[config.mk]
export PLATFORM = sky130hd
export DESIGN_NAME = vnu_core
export DESIGN_NICKNAME = d
export VERILOG_FILES = /design/src/rtl/vnu_pkg.sv /design/src/rtl/vnu_fold.sv /design/src/rtl/vnu_csa3.sv /design/src/rtl/vnu_scale.sv /design/src/rtl/vnu_core.sv
export SDC_FILE = /design/constraint.sdc
export NUM_CORES = 1
export LEC_CHECK = 0
export ABC_AREA = 1
export BUFFER_PORTS_ARGS = -buffer_cell sky130_fd_sc_hd__buf_4
export CORE_AREA = 2 2 116 141
export CTS_CLUSTER_DIAMETER = 30
export DETAILED_ROUTE_END_ITERATION = 10
export DIE_AREA = 0 0 118 143
export SYNTH_ARGS = -nofsm -noshare
export SYNTH_HDL_FRONTEND = slang
export SYNTH_SLANG_ARGS = --single-unit
[constraint.sdc]
create_clock -name clk -period 0.8 [get_ports clk]
set_input_delay 0.16 -clock clk [delete_from_list [all_inputs] [get_ports clk]]
set_output_delay 0.16 -clock clk [all_outputs]
set_load 0.03 [all_outputs]
[src/rtl/vnu_pkg.sv]
package vnu_pkg;
    localparam int DEG   = 4;            // column degree, structure below is built for four
    localparam int MW    = 3;            // magnitude bits of one message
    localparam int MSG_W = MW + 1;       // sign plus magnitude
    localparam int IW    = 4;            // intrinsic width, two's complement
    localparam int AW    = MW + 5;       // accumulator width with headroom for four terms
    localparam int SSW   = $clog2(DEG);  // sign count of three operands
    localparam int SSW4  = $clog2(DEG + 1);
    localparam int SMAX  = (1 << MW) - 1;

    localparam logic signed [AW-1:0] POS_LIM = AW'(SMAX);
    localparam logic signed [AW-1:0] NEG_LIM = -POS_LIM;

    typedef struct packed {
        logic [DEG-1:0][MSG_W-1:0] v2c;
        logic                      hard;
    } vnu_out_t;

    // signed value of a sign-magnitude message
    function automatic logic signed [AW-1:0] sm_val(input logic [MSG_W-1:0] m);
        logic signed [AW-1:0] mag;
        mag = AW'(m[MW-1:0]);
        return m[MW] ? -mag : mag;
    endfunction

    // clamp and re-encode as sign-magnitude, zero always positive
    function automatic logic [MSG_W-1:0] to_sm(input logic signed [AW-1:0] v);
        logic signed [AW-1:0] neg;
        neg = -v;
        if (v > POS_LIM)      return {1'b0, MW'(SMAX)};
        else if (v < NEG_LIM) return {1'b1, MW'(SMAX)};
        else if (v < 0)       return {1'b1, MW'(neg)};
        else                  return {1'b0, MW'(v)};
    endfunction
endpackage

[src/rtl/vnu_fold.sv]
module vnu_fold
    import vnu_pkg::*;
(
    input  logic [MSG_W-1:0] msg_i,
    output logic [AW-1:0]    term_o,
    output logic             sgn_o
);
    // negative magnitudes enter as their complement; the +1 is counted elsewhere
    assign sgn_o  = msg_i[MW];
    assign term_o = msg_i[MW] ? ~AW'(msg_i[MW-1:0]) : AW'(msg_i[MW-1:0]);
endmodule

[src/rtl/vnu_csa3.sv]
module vnu_csa3 #(
    parameter int W = 8
) (
    input  logic [W-1:0] a_i,
    input  logic [W-1:0] b_i,
    input  logic [W-1:0] c_i,
    output logic [W-1:0] s_o,
    output logic [W-1:0] k_o
);
    assign s_o = a_i ^ b_i ^ c_i;
    assign k_o = {(a_i[W-2:0] & b_i[W-2:0]) | (a_i[W-2:0] & c_i[W-2:0])
                  | (b_i[W-2:0] & c_i[W-2:0]), 1'b0};
endmodule

[src/rtl/vnu_scale.sv]
module vnu_scale
    import vnu_pkg::*;
(
    input  logic [AW-1:0] sum_i,
    input  logic [IW-1:0] intr_i,
    output logic [AW-1:0] res_o
);
    logic [AW-1:0] half, quarter, intr_ext, s3, k3;

    assign half     = AW'($signed(sum_i) >>> 1);
    assign quarter  = AW'($signed(sum_i) >>> 2);
    assign intr_ext = {{(AW-IW){intr_i[IW-1]}}, intr_i};

    vnu_csa3 #(.W(AW)) u_csa (
        .a_i(half), .b_i(quarter), .c_i(intr_ext), .s_o(s3), .k_o(k3)
    );

    assign res_o = s3 + k3;
endmodule

[src/rtl/vnu_core.sv]
module vnu_core
    import vnu_pkg::*;
#(
    parameter bit OUT_REG = 1'b1
) (
    input  logic                   clk,
    input  logic                   rst_n,
    input  logic [DEG*MSG_W-1:0]   c2v_i,
    input  logic [IW-1:0]          intr_i,
    output logic [DEG*MSG_W-1:0]   v2c_o,
    output logic                   hard_o
);
    logic [AW-1:0]    term [DEG];
    logic [DEG-1:0]   sgn;
    logic [MSG_W-1:0] edge_msg [DEG];
    logic [AW-1:0]    hres;
    vnu_out_t         out_d;
    logic             no_mag;

    // sign folding of every incoming message
    for (genvar k = 0; k < DEG; k++) begin : g_fold
        vnu_fold u_fold (
            .msg_i (c2v_i[k*MSG_W +: MSG_W]),
            .term_o(term[k]),
            .sgn_o (sgn[k])
        );
    end

    // one extrinsic datapath per edge
    for (genvar k = 0; k < DEG; k++) begin : g_edge
        localparam int A = (k + 1) % DEG;
        localparam int B = (k + 2) % DEG;
        localparam int C = (k + 3) % DEG;
        logic [SSW-1:0] ssum;
        logic [AW-1:0]  s1, k1, s2, k2, tot, res;

        assign ssum = SSW'(sgn[A]) + SSW'(sgn[B]) + SSW'(sgn[C]);

        vnu_csa3 #(.W(AW)) u_c1 (
            .a_i(term[A]), .b_i(term[B]), .c_i(term[C]), .s_o(s1), .k_o(k1)
        );
        vnu_csa3 #(.W(AW)) u_c2 (
            .a_i(s1), .b_i(k1), .c_i(AW'(ssum)), .s_o(s2), .k_o(k2)
        );
        assign tot = s2 + k2;

        vnu_scale u_scale (.sum_i(tot), .intr_i(intr_i), .res_o(res));
        assign edge_msg[k] = to_sm(res);

        // carry-save path agrees with a plain signed sum of the three messages
        always_comb begin
            if (rst_n) begin
                p_csa_sum_r2: assert ($signed(tot) == sm_val(c2v_i[A*MSG_W +: MSG_W])
                                      + sm_val(c2v_i[B*MSG_W +: MSG_W])
                                      + sm_val(c2v_i[C*MSG_W +: MSG_W]))
                    else $error("edge %0d carry-save sum mismatch", k);
            end
        end
    end

    // posterior sum over all four messages for the hard decision
    logic [SSW4-1:0] ssum4;
    logic [AW-1:0]   ha_s, ha_k, hb_s, hb_k, hc_s, hc_k, htot;

    assign ssum4 = SSW4'(sgn[0]) + SSW4'(sgn[1]) + SSW4'(sgn[2]) + SSW4'(sgn[3]);

    vnu_csa3 #(.W(AW)) u_h1 (
        .a_i(term[0]), .b_i(term[1]), .c_i(term[2]), .s_o(ha_s), .k_o(ha_k)
    );
    vnu_csa3 #(.W(AW)) u_h2 (
        .a_i(ha_s), .b_i(ha_k), .c_i(term[3]), .s_o(hb_s), .k_o(hb_k)
    );
    vnu_csa3 #(.W(AW)) u_h3 (
        .a_i(hb_s), .b_i(hb_k), .c_i(AW'(ssum4)), .s_o(hc_s), .k_o(hc_k)
    );
    assign htot = hc_s + hc_k;

    vnu_scale u_hscale (.sum_i(htot), .intr_i(intr_i), .res_o(hres));

    always_comb begin
        out_d.hard = ($signed(hres) < 0);
        for (int k = 0; k < DEG; k++) out_d.v2c[k] = edge_msg[k];
        no_mag = 1'b1;
        for (int k = 0; k < DEG; k++)
            if (c2v_i[k*MSG_W +: MW] != '0) no_mag = 1'b0;
    end

    if (OUT_REG) begin : g_reg
        vnu_out_t out_q;

        always_ff @(posedge clk or negedge rst_n) begin
            if (!rst_n) out_q <= '0;
            else        out_q <= out_d;
        end

        assign v2c_o  = out_q.v2c;
        assign hard_o = out_q.hard;

        for (genvar k = 0; k < DEG; k++) begin : g_chk
            // a set sign bit never comes with a zero magnitude
            p_zero_pos_r6: assert property (@(posedge clk) disable iff (!rst_n)
                v2c_o[k*MSG_W + MW] |-> (v2c_o[k*MSG_W +: MW] != '0))
                else $error("negative zero on edge %0d", k);

            // with no message weight each edge is the clamped intrinsic
            p_intr_only_r5: assert property (@(posedge clk) disable iff (!rst_n)
                no_mag |=> (v2c_o[k*MSG_W +: MSG_W]
                            == to_sm(AW'($signed($past(intr_i))))))
                else $error("edge %0d not equal to clamped intrinsic", k);
        end

        // all-nonnegative inputs never give a negative decision
        p_hard_pos_r8: assert property (@(posedge clk) disable iff (!rst_n)
            ((sgn == '0) && !intr_i[IW-1]) |=> !hard_o)
            else $error("hard decision negative for nonnegative inputs");
    end else begin : g_comb
        assign v2c_o  = out_d.v2c;
        assign hard_o = out_d.hard;
    end
endmodule

Word level (Yosys, flattened, before mapping)
Index checks and enable logic that the tools add are counted.
{ "word_totals": {"regBits": 17, "inputBits": 22, "out_inout_bits": 17, "wordCells": 160} }
{ "op_classes": {"addsub": 25, "magnitude_cmp": 13, "mux": 16, "bitwise_logic": 101} }
{ "ops": {"columns": ["operator", "count"], "rows": [
  ["bitwise OR 7 bit", 30],
  ["AND 7 bit", 28],
  ["bitwise XOR 8 bit", 24],
  ["adder 8 bit", 10],
  ["AND 7 x 2 -> 7 bit", 8],
  ["two-way mux 4 bit", 12],
  ["< comparator 8 x 1 -> 1 bit, second input constant", 5],
  ["greater-than comparator 8 x 4 -> 1 bit, second input constant", 4],
  ["< comparator 8 x 4 -> 1 bit, second input constant", 4],
  ["two-way mux 8 bit", 4],
  ["inverter 3 -> 8 bit", 4],
  ["bitwise XOR 8 x 2 -> 8 bit", 4],
  ["AND 7 x 3 -> 7 bit", 2],
  ["negator 3 bit", 4],
  ["adder 1 x 1 -> 2 bit", 5],
  ["adder 2 x 1 -> 2 bit", 4],
  ["bitwise XOR 8 x 3 -> 8 bit", 1],
  ["adder 2 x 1 -> 3 bit", 1],
  ["adder 3 x 1 -> 3 bit", 1]
]} }

Longest topological paths before layout
Gate-level depths: netlist of the first run.
{ "logic_depth": {"depth_word": 17, "mapped_depth": 34, "ltp_nobuf": 34} }

By module
A second synthesis of the first run with hierarchy kept.
{ "hier_totals": {"hier_cells": 1076, "hier_area_um2": 7956.4} }
{ "modules_own_cells": {"columns": ["mod", "n_inst", "cells_per_inst", "area_per_inst_um2", "seq_area_each_um2"], "rows": [
  ["vnu_csa3", 16, 18, 186.4, 0.0],
  ["vnu_core", 1, 412, 2721.4, 425.4],
  ["vnu_scale", 5, 60, 375.4, 0.0],
  ["vnu_fold", 4, 19, 93.8, 0.0]
]} }

Worst setup path after synthesis of the first run
OpenSTA, ideal clock, no wires.
{ "synth_timing": {"path_kind": "input-to-reg", "start": "input port c2v_i[12]", "end": "register g_reg.out_q (netlist bit v2c_o[4])", "setup_time_ns": 0.126, "arrival_time_ns": 4.517, "t_required_ns": 0.674, "setup_slack_ns": -3.843, "stages": 23, "n_path_buf": 0, "cell_sequence": "xor2_1 > inv_1 > fa_1 > fa_1 > inv_1 > ha_1 > fa_1 > xor2_1 > fa_1 > ha_1 > inv_1 > fa_1 > inv_1 > nand2_1 > nand2_1 > nand3_1 > nand3_1 > nand2_1 > nor2_1 > nand4_1 > ha_1 > inv_1 > nand3_1"} }
{ "synth_rtl": {"columns": ["element", "line", "rtl"], "rows": [
  ["from (decl)", "vnu_core.sv:8", "input logic [DEG*MSG_W-1:0] c2v_i,"],
  ["to (signal assigned)", "vnu_core.sv:93", "else out_q <= out_d;"],
  ["to (decl)", "vnu_core.sv:89", "vnu_out_t out_q;"]
]} }

==> run metrics, run 1 <==
status finished with violations; failing checks negative setup slack; share of cells above drive strength 1 42.80%; Setup violations, final 34; register area 425.4 um^2; Final Hold Vio Count 0; Worst Hold Class in -> async; CP Max Fanout 7; Post-DP HPWL 10.35 mm; largest net degree at the start of global routing 18; Clock Sinks 17; Routed WL per cell 10.56 um; RSZ-0062 raised after global routing yes; P&R area growth vs syn 60.20%; row count 50; ant diodes 0; Max-slew headroom 73.33%; crit path time final 4.221 ns; Mean Syn Cell Area 7.233 um^2; Ys Warns 0; Die Span Y 143 um; Max Fclk 236.9 MHz; clock buffer depth 2; Worst Setup End Kind flop; Post-synth EDFFs 0; Crit Path Class in -> reg; WP data arrival 4.36 ns; Die Width approximately 120 um; Routability Congestion just over 0.8; Starting Density 34.40%; vias slightly above 5,000; FF+latch count, synth 17; hold_ws 0.3172 ns; GRT overflow 0; die area about 17,000 um^2; synthesized net count 905; max_cap viols 0; I/O Pins 39; Netlist Area Pre-Place 5316 um^2; port bufs 38; antenna violations before repair 0; max-slew violation count 0; CP startpoint kind primary input; sequential area share after synthesis 8.002%; core box area roughly 15,000 um^2; Clk pin slew, worst setup/hold paths approximately 0.050 ns; synthesized instance count 735; synth unique cells 29; Final ANT Viol Nets 0; vias in the first global route slightly above 5,000; total CTS buffers 3; fin crit share 527.6%; Synth async-reset ratio 100.0%; Via density between 4 and 5; fill count 1,427; Remaining DRCs 0; Tot GR Track Use 15.34%; clock root buffer clkbuf_16; multi-input gate area in the final layout 5274 um^2; Worst Setup Slack, final -3.421 ns; CTS tree yes; Iter 0 DRT Violations 72; global-route wire length before repair about 22 mm; worst path required time 0.94 ns; depth of the CTS H-tree 1; ys flop type dfrtp_1; DRT Pass-1 Iters 4; Final Net Count 1,143; pin slew with the least headroom to its limit 0.3959 ns; total routed wirelength around 12 mm
[cell families after synthesis]
group / count (synthesis) / share of synthesized area [%]
simple gates: 336 / 28.27
fa+ha+maj: 148 / 41.47
buf+inv: 146 / 10.36
xor+xnor: 45 / 7.555
compound gates: 43 / 4.354
flops: 17 / 8.002
[layout by cell type, fill, tap and decap left out, types with 19 or more instances in the layout]
cell type	synthesis	layout
a21oi_1	27	19
buf_4	0	205
buf_6	0	22
fa_1	47	35
ha_1	101	70
ha_4	0	23
inv_1	142	124
nand2_1	191	159
nand2_2	5	35
nand3_1	69	43
nand3_2	2	22
nor2_1	35	23
xor2_1	38	25
[critical path, cell delays in order]
cell,delay (ns)
buf_12,0.12
xor2_4,0.23
inv_2,0.06
fa_2,0.38
fa_1,0.49
inv_2,0.05
ha_4,0.15
fa_2,0.41
nand3_2,0.10
nand3_4,0.09
xor2_2,0.16
ha_1,0.31
xor2_1,0.17
ha_1,0.33
or2_4,0.26
nand3_4,0.08
nand2_2,0.07
nand2_2,0.10
nand2_4,0.06
nor2_2,0.07
nand4_1,0.12
ha_4,0.25
inv_4,0.06
nand3_2,0.06
[state kept, by name, indices dropped and copies added (netlist names)]
name and cells:
hard_o 1, v2c_o 16
[metrics by stage]
stage	worst slack (ns)	setup TNS, ns	cell area, um^2	std cells	util [%]
after global routing	-3.647	-63.04	8517	1180	55.12
after floorplan	-3.413	-55.14	5674	735	-
after CTS	-3.394	-57.95	8087	1166	52.33
after global placement	-3.703	-61.32	7436	1139	48.12
final	-3.421	-58.81	8517	1180	55.12
after detailed placement	-3.788	-62.33	7436	1139	48.12
[what timing repair did]
action,4_1_cts,5_1_grt
cloned,0,0
hold buffers,1,0
endpoints found under the hold margin,17,0
buffers inserted,22,14
setup endpoints to repair,34,34
resized for setup,86,57
pin swaps,28,46
[routing by layer]
metal	part of all wire (%)	global-route usage, %	up-vias
li1	-	-	2778
met1	44	18.47	2354
met2	54	29.96	43
met3	1.3	0.9185	8
met4	0.87	3.171	0
met5	0	0	-
[synth_stat cells (2+ instances only)]
| cell type | instances | area [um^2] |
|---|---|---|
| nand3_1 | 69 | 345.3 |
| nor3_1 | 3 | 15.01 |
| a31oi_1 | 3 | 18.77 |
| inv_2 | 2 | 7.510 |
| or2_1 | 3 | 18.77 |
| nand3b_1 | 15 | 112.6 |
| a21oi_1 | 27 | 135.1 |
| nand4_1 | 7 | 43.79 |
| xor2_1 | 38 | 332.8 |
| nand2_2 | 5 | 31.28 |
| or2_2 | 3 | 18.77 |
| nand3_2 | 2 | 20.02 |
| nor2_1 | 35 | 131.4 |
| inv_1 | 142 | 533.0 |
| xnor2_1 | 6 | 52.55 |
| dfrtp_1 | 17 | 425.4 |
| buf_2 | 2 | 10.01 |
| nand2_1 | 191 | 716.9 |
| fa_1 | 47 | 940.9 |
| ha_1 | 101 | 1264 |
| o21ai_0 | 9 | 45.04 |
[path summary, 6_finish.rpt]
kind | end | slack [ns] | from
worst min-delay path | v2c_o[6] | 0.32 | rst_n
min in group clk | v2c_o[0] | 0.52 | intr_i[0]
worst max-delay path | v2c_o[6] | -3.42 | c2v_i[11]
max in group asynchronous | v2c_o[1] | 0.28 | rst_n
[area by class of cell]
class / instances / share of cell area (%)
tap: 208 / 3.056
inverter: 144 / 6.405
clock buffer: 3 / 0.8814
clock inverter: 1 / 0.05876
sequential: 17 / 4.995
timing repair buffer: 235 / 22.68
multi-input combinational: 572 / 61.92
Power of run 1 is not shown: default switching activity piles up to over one toggle a cycle in this logic, so the estimate is an artifact.
==> run 2: changes to the inputs <==
--- a/config.mk
+++ b/config.mk
@@ -14,3 +14,4 @@
 export SYNTH_ARGS = -nofsm -noshare
 export SYNTH_HDL_FRONTEND = slang
 export SYNTH_SLANG_ARGS = --single-unit
+export TNS_END_PERCENT = 5
==> run metrics, run 2 (synthesis gave the netlist of run 1 again) <==
antenna violations before repair 0; GRT overflow 0; Worst Setup End Kind flop; max-slew violation count 0; CTS tree yes; Final ANT Viol Nets 0; status finished with violations; Setup violations, final 34; Worst Setup Slack, final -3.485 ns; vias 5,116; worst path required time between 0.9 and 1 ns; Die Span Y 143 um; Tot GR Track Use ~14%; Iter 0 DRT Violations approximately 110; Remaining DRCs 0; global-route wire length before repair 20.56 mm; P&R area growth vs syn 47.85%; depth of the CTS H-tree 1; largest net degree at the start of global routing 22; Routability Congestion 0.8530; most frequent cells in the layout buf_4 (189), nand2_1 (170), inv_1 (129); RSZ-0062 raised after global routing yes; row count 50; Via density approximately 4.4; Worst Hold Class in -> async; vias in the first global route 4,913; I/O Pins 39; Post-DP HPWL 10.45 mm; dpl cells 1,143; Final Net Count 1,120; clock buffer depth 2; Max-slew headroom 72.82%; ant diodes 0; Routed WL per cell 10.47 um; total routed wirelength 12.11 mm; Final Hold Vio Count 0; post-layout util 50.87%; fin crit share 535.6%; Largest register FFs 16; Max Fclk 233.4 MHz; die area between 15,000 and 20,000 um^2; crit path time final about 4.3 ns; CP startpoint kind primary input; most common cell after layout, fill and taps aside buf_4; DRT Pass-1 Iters 4; CP Max Fanout 7; worst slack, placed -3.844 ns; Clock Sinks 17; Crit Path Class in -> reg; failing checks negative setup slack; share of cells above drive strength 1 a little over a third; WP data arrival 4.43 ns; Die Width 118 um; Non-Filler Instances 1,157; total CTS buffers 3; pin slew with the least headroom to its limit 0.4035 ns; clock root buffer clkbuf_16; max_cap viols 0; Clk pin slew, worst setup/hold paths 0.06 ns; Starting Density 34.40%; port bufs 38; core box area 15,450 um^2
[run 2: critical path, cell delays in order]
cell	delay, ns
buf_12	0.12
xor2_4	0.20
ha_2	0.18
a211o_1	0.28
fa_1	0.48
ha_2	0.20
fa_2	0.42
nand3_2	0.11
nand3_4	0.08
xor2_1	0.15
ha_1	0.30
xor2_1	0.15
ha_1	0.35
buf_4	0.15
nand2_1	0.05
nor2_1	0.04
nand2_1	0.06
nand3_1	0.09
nand2_1	0.11
nand2_2	0.06
nor2_1	0.08
nand4_1	0.15
ha_4	0.31
nor2_4	0.08
nand2_1	0.05
[run 2: metal layers]
metal	wire (um)	track usage (%)	up-vias
li1	-	-	2729
met1	5515	18.13	2327
met2	6234	27.63	47
met3	163	0.6789	13
met4	196	2.980	0
met5	0	0	-
[run 2: final timing paths]
path	from	end
max in group asynchronous	rst_n	hard_o
hold / removal	rst_n	v2c_o[6]
setup / recovery	c2v_i[11]	v2c_o[0]
min in group clk	intr_i[0]	v2c_o[0]
[run 2: what timing repair did]
item                       CTS  global route
pin swaps                   17            21
setup buffers                5             4
hold endpoints to repair    17             0
gates resized for setup     52            42
setup endpoints to repair   34            34
hold buffers                 1             0
[run 2: per-stage QoR]
step	hold slack, ns	cell area, um^2	setup TNS [ns]
after floorplan	-0.1356	5523	-56.98
after global placement	0.05263	7302	-62.05
after detailed placement	0.05174	7302	-62.73
after CTS	0.3266	7632	-58.51
after global routing	0.3508	7860	-63.29
final	0.3187	7860	-58.41
[run 2: layout make-up]
type	instances	area, um^2
Tap cell	208	260.3
Fill cell	1513	7592
Clock inverter	1	7.507
Sequential cell	17	425.4
Timing Repair Buffer	212	1694
Multi-Input combinational cell	572	4857
Clock buffer	3	75.07
Inverter	144	540.5
Power of run 2 is left out for the same reason.
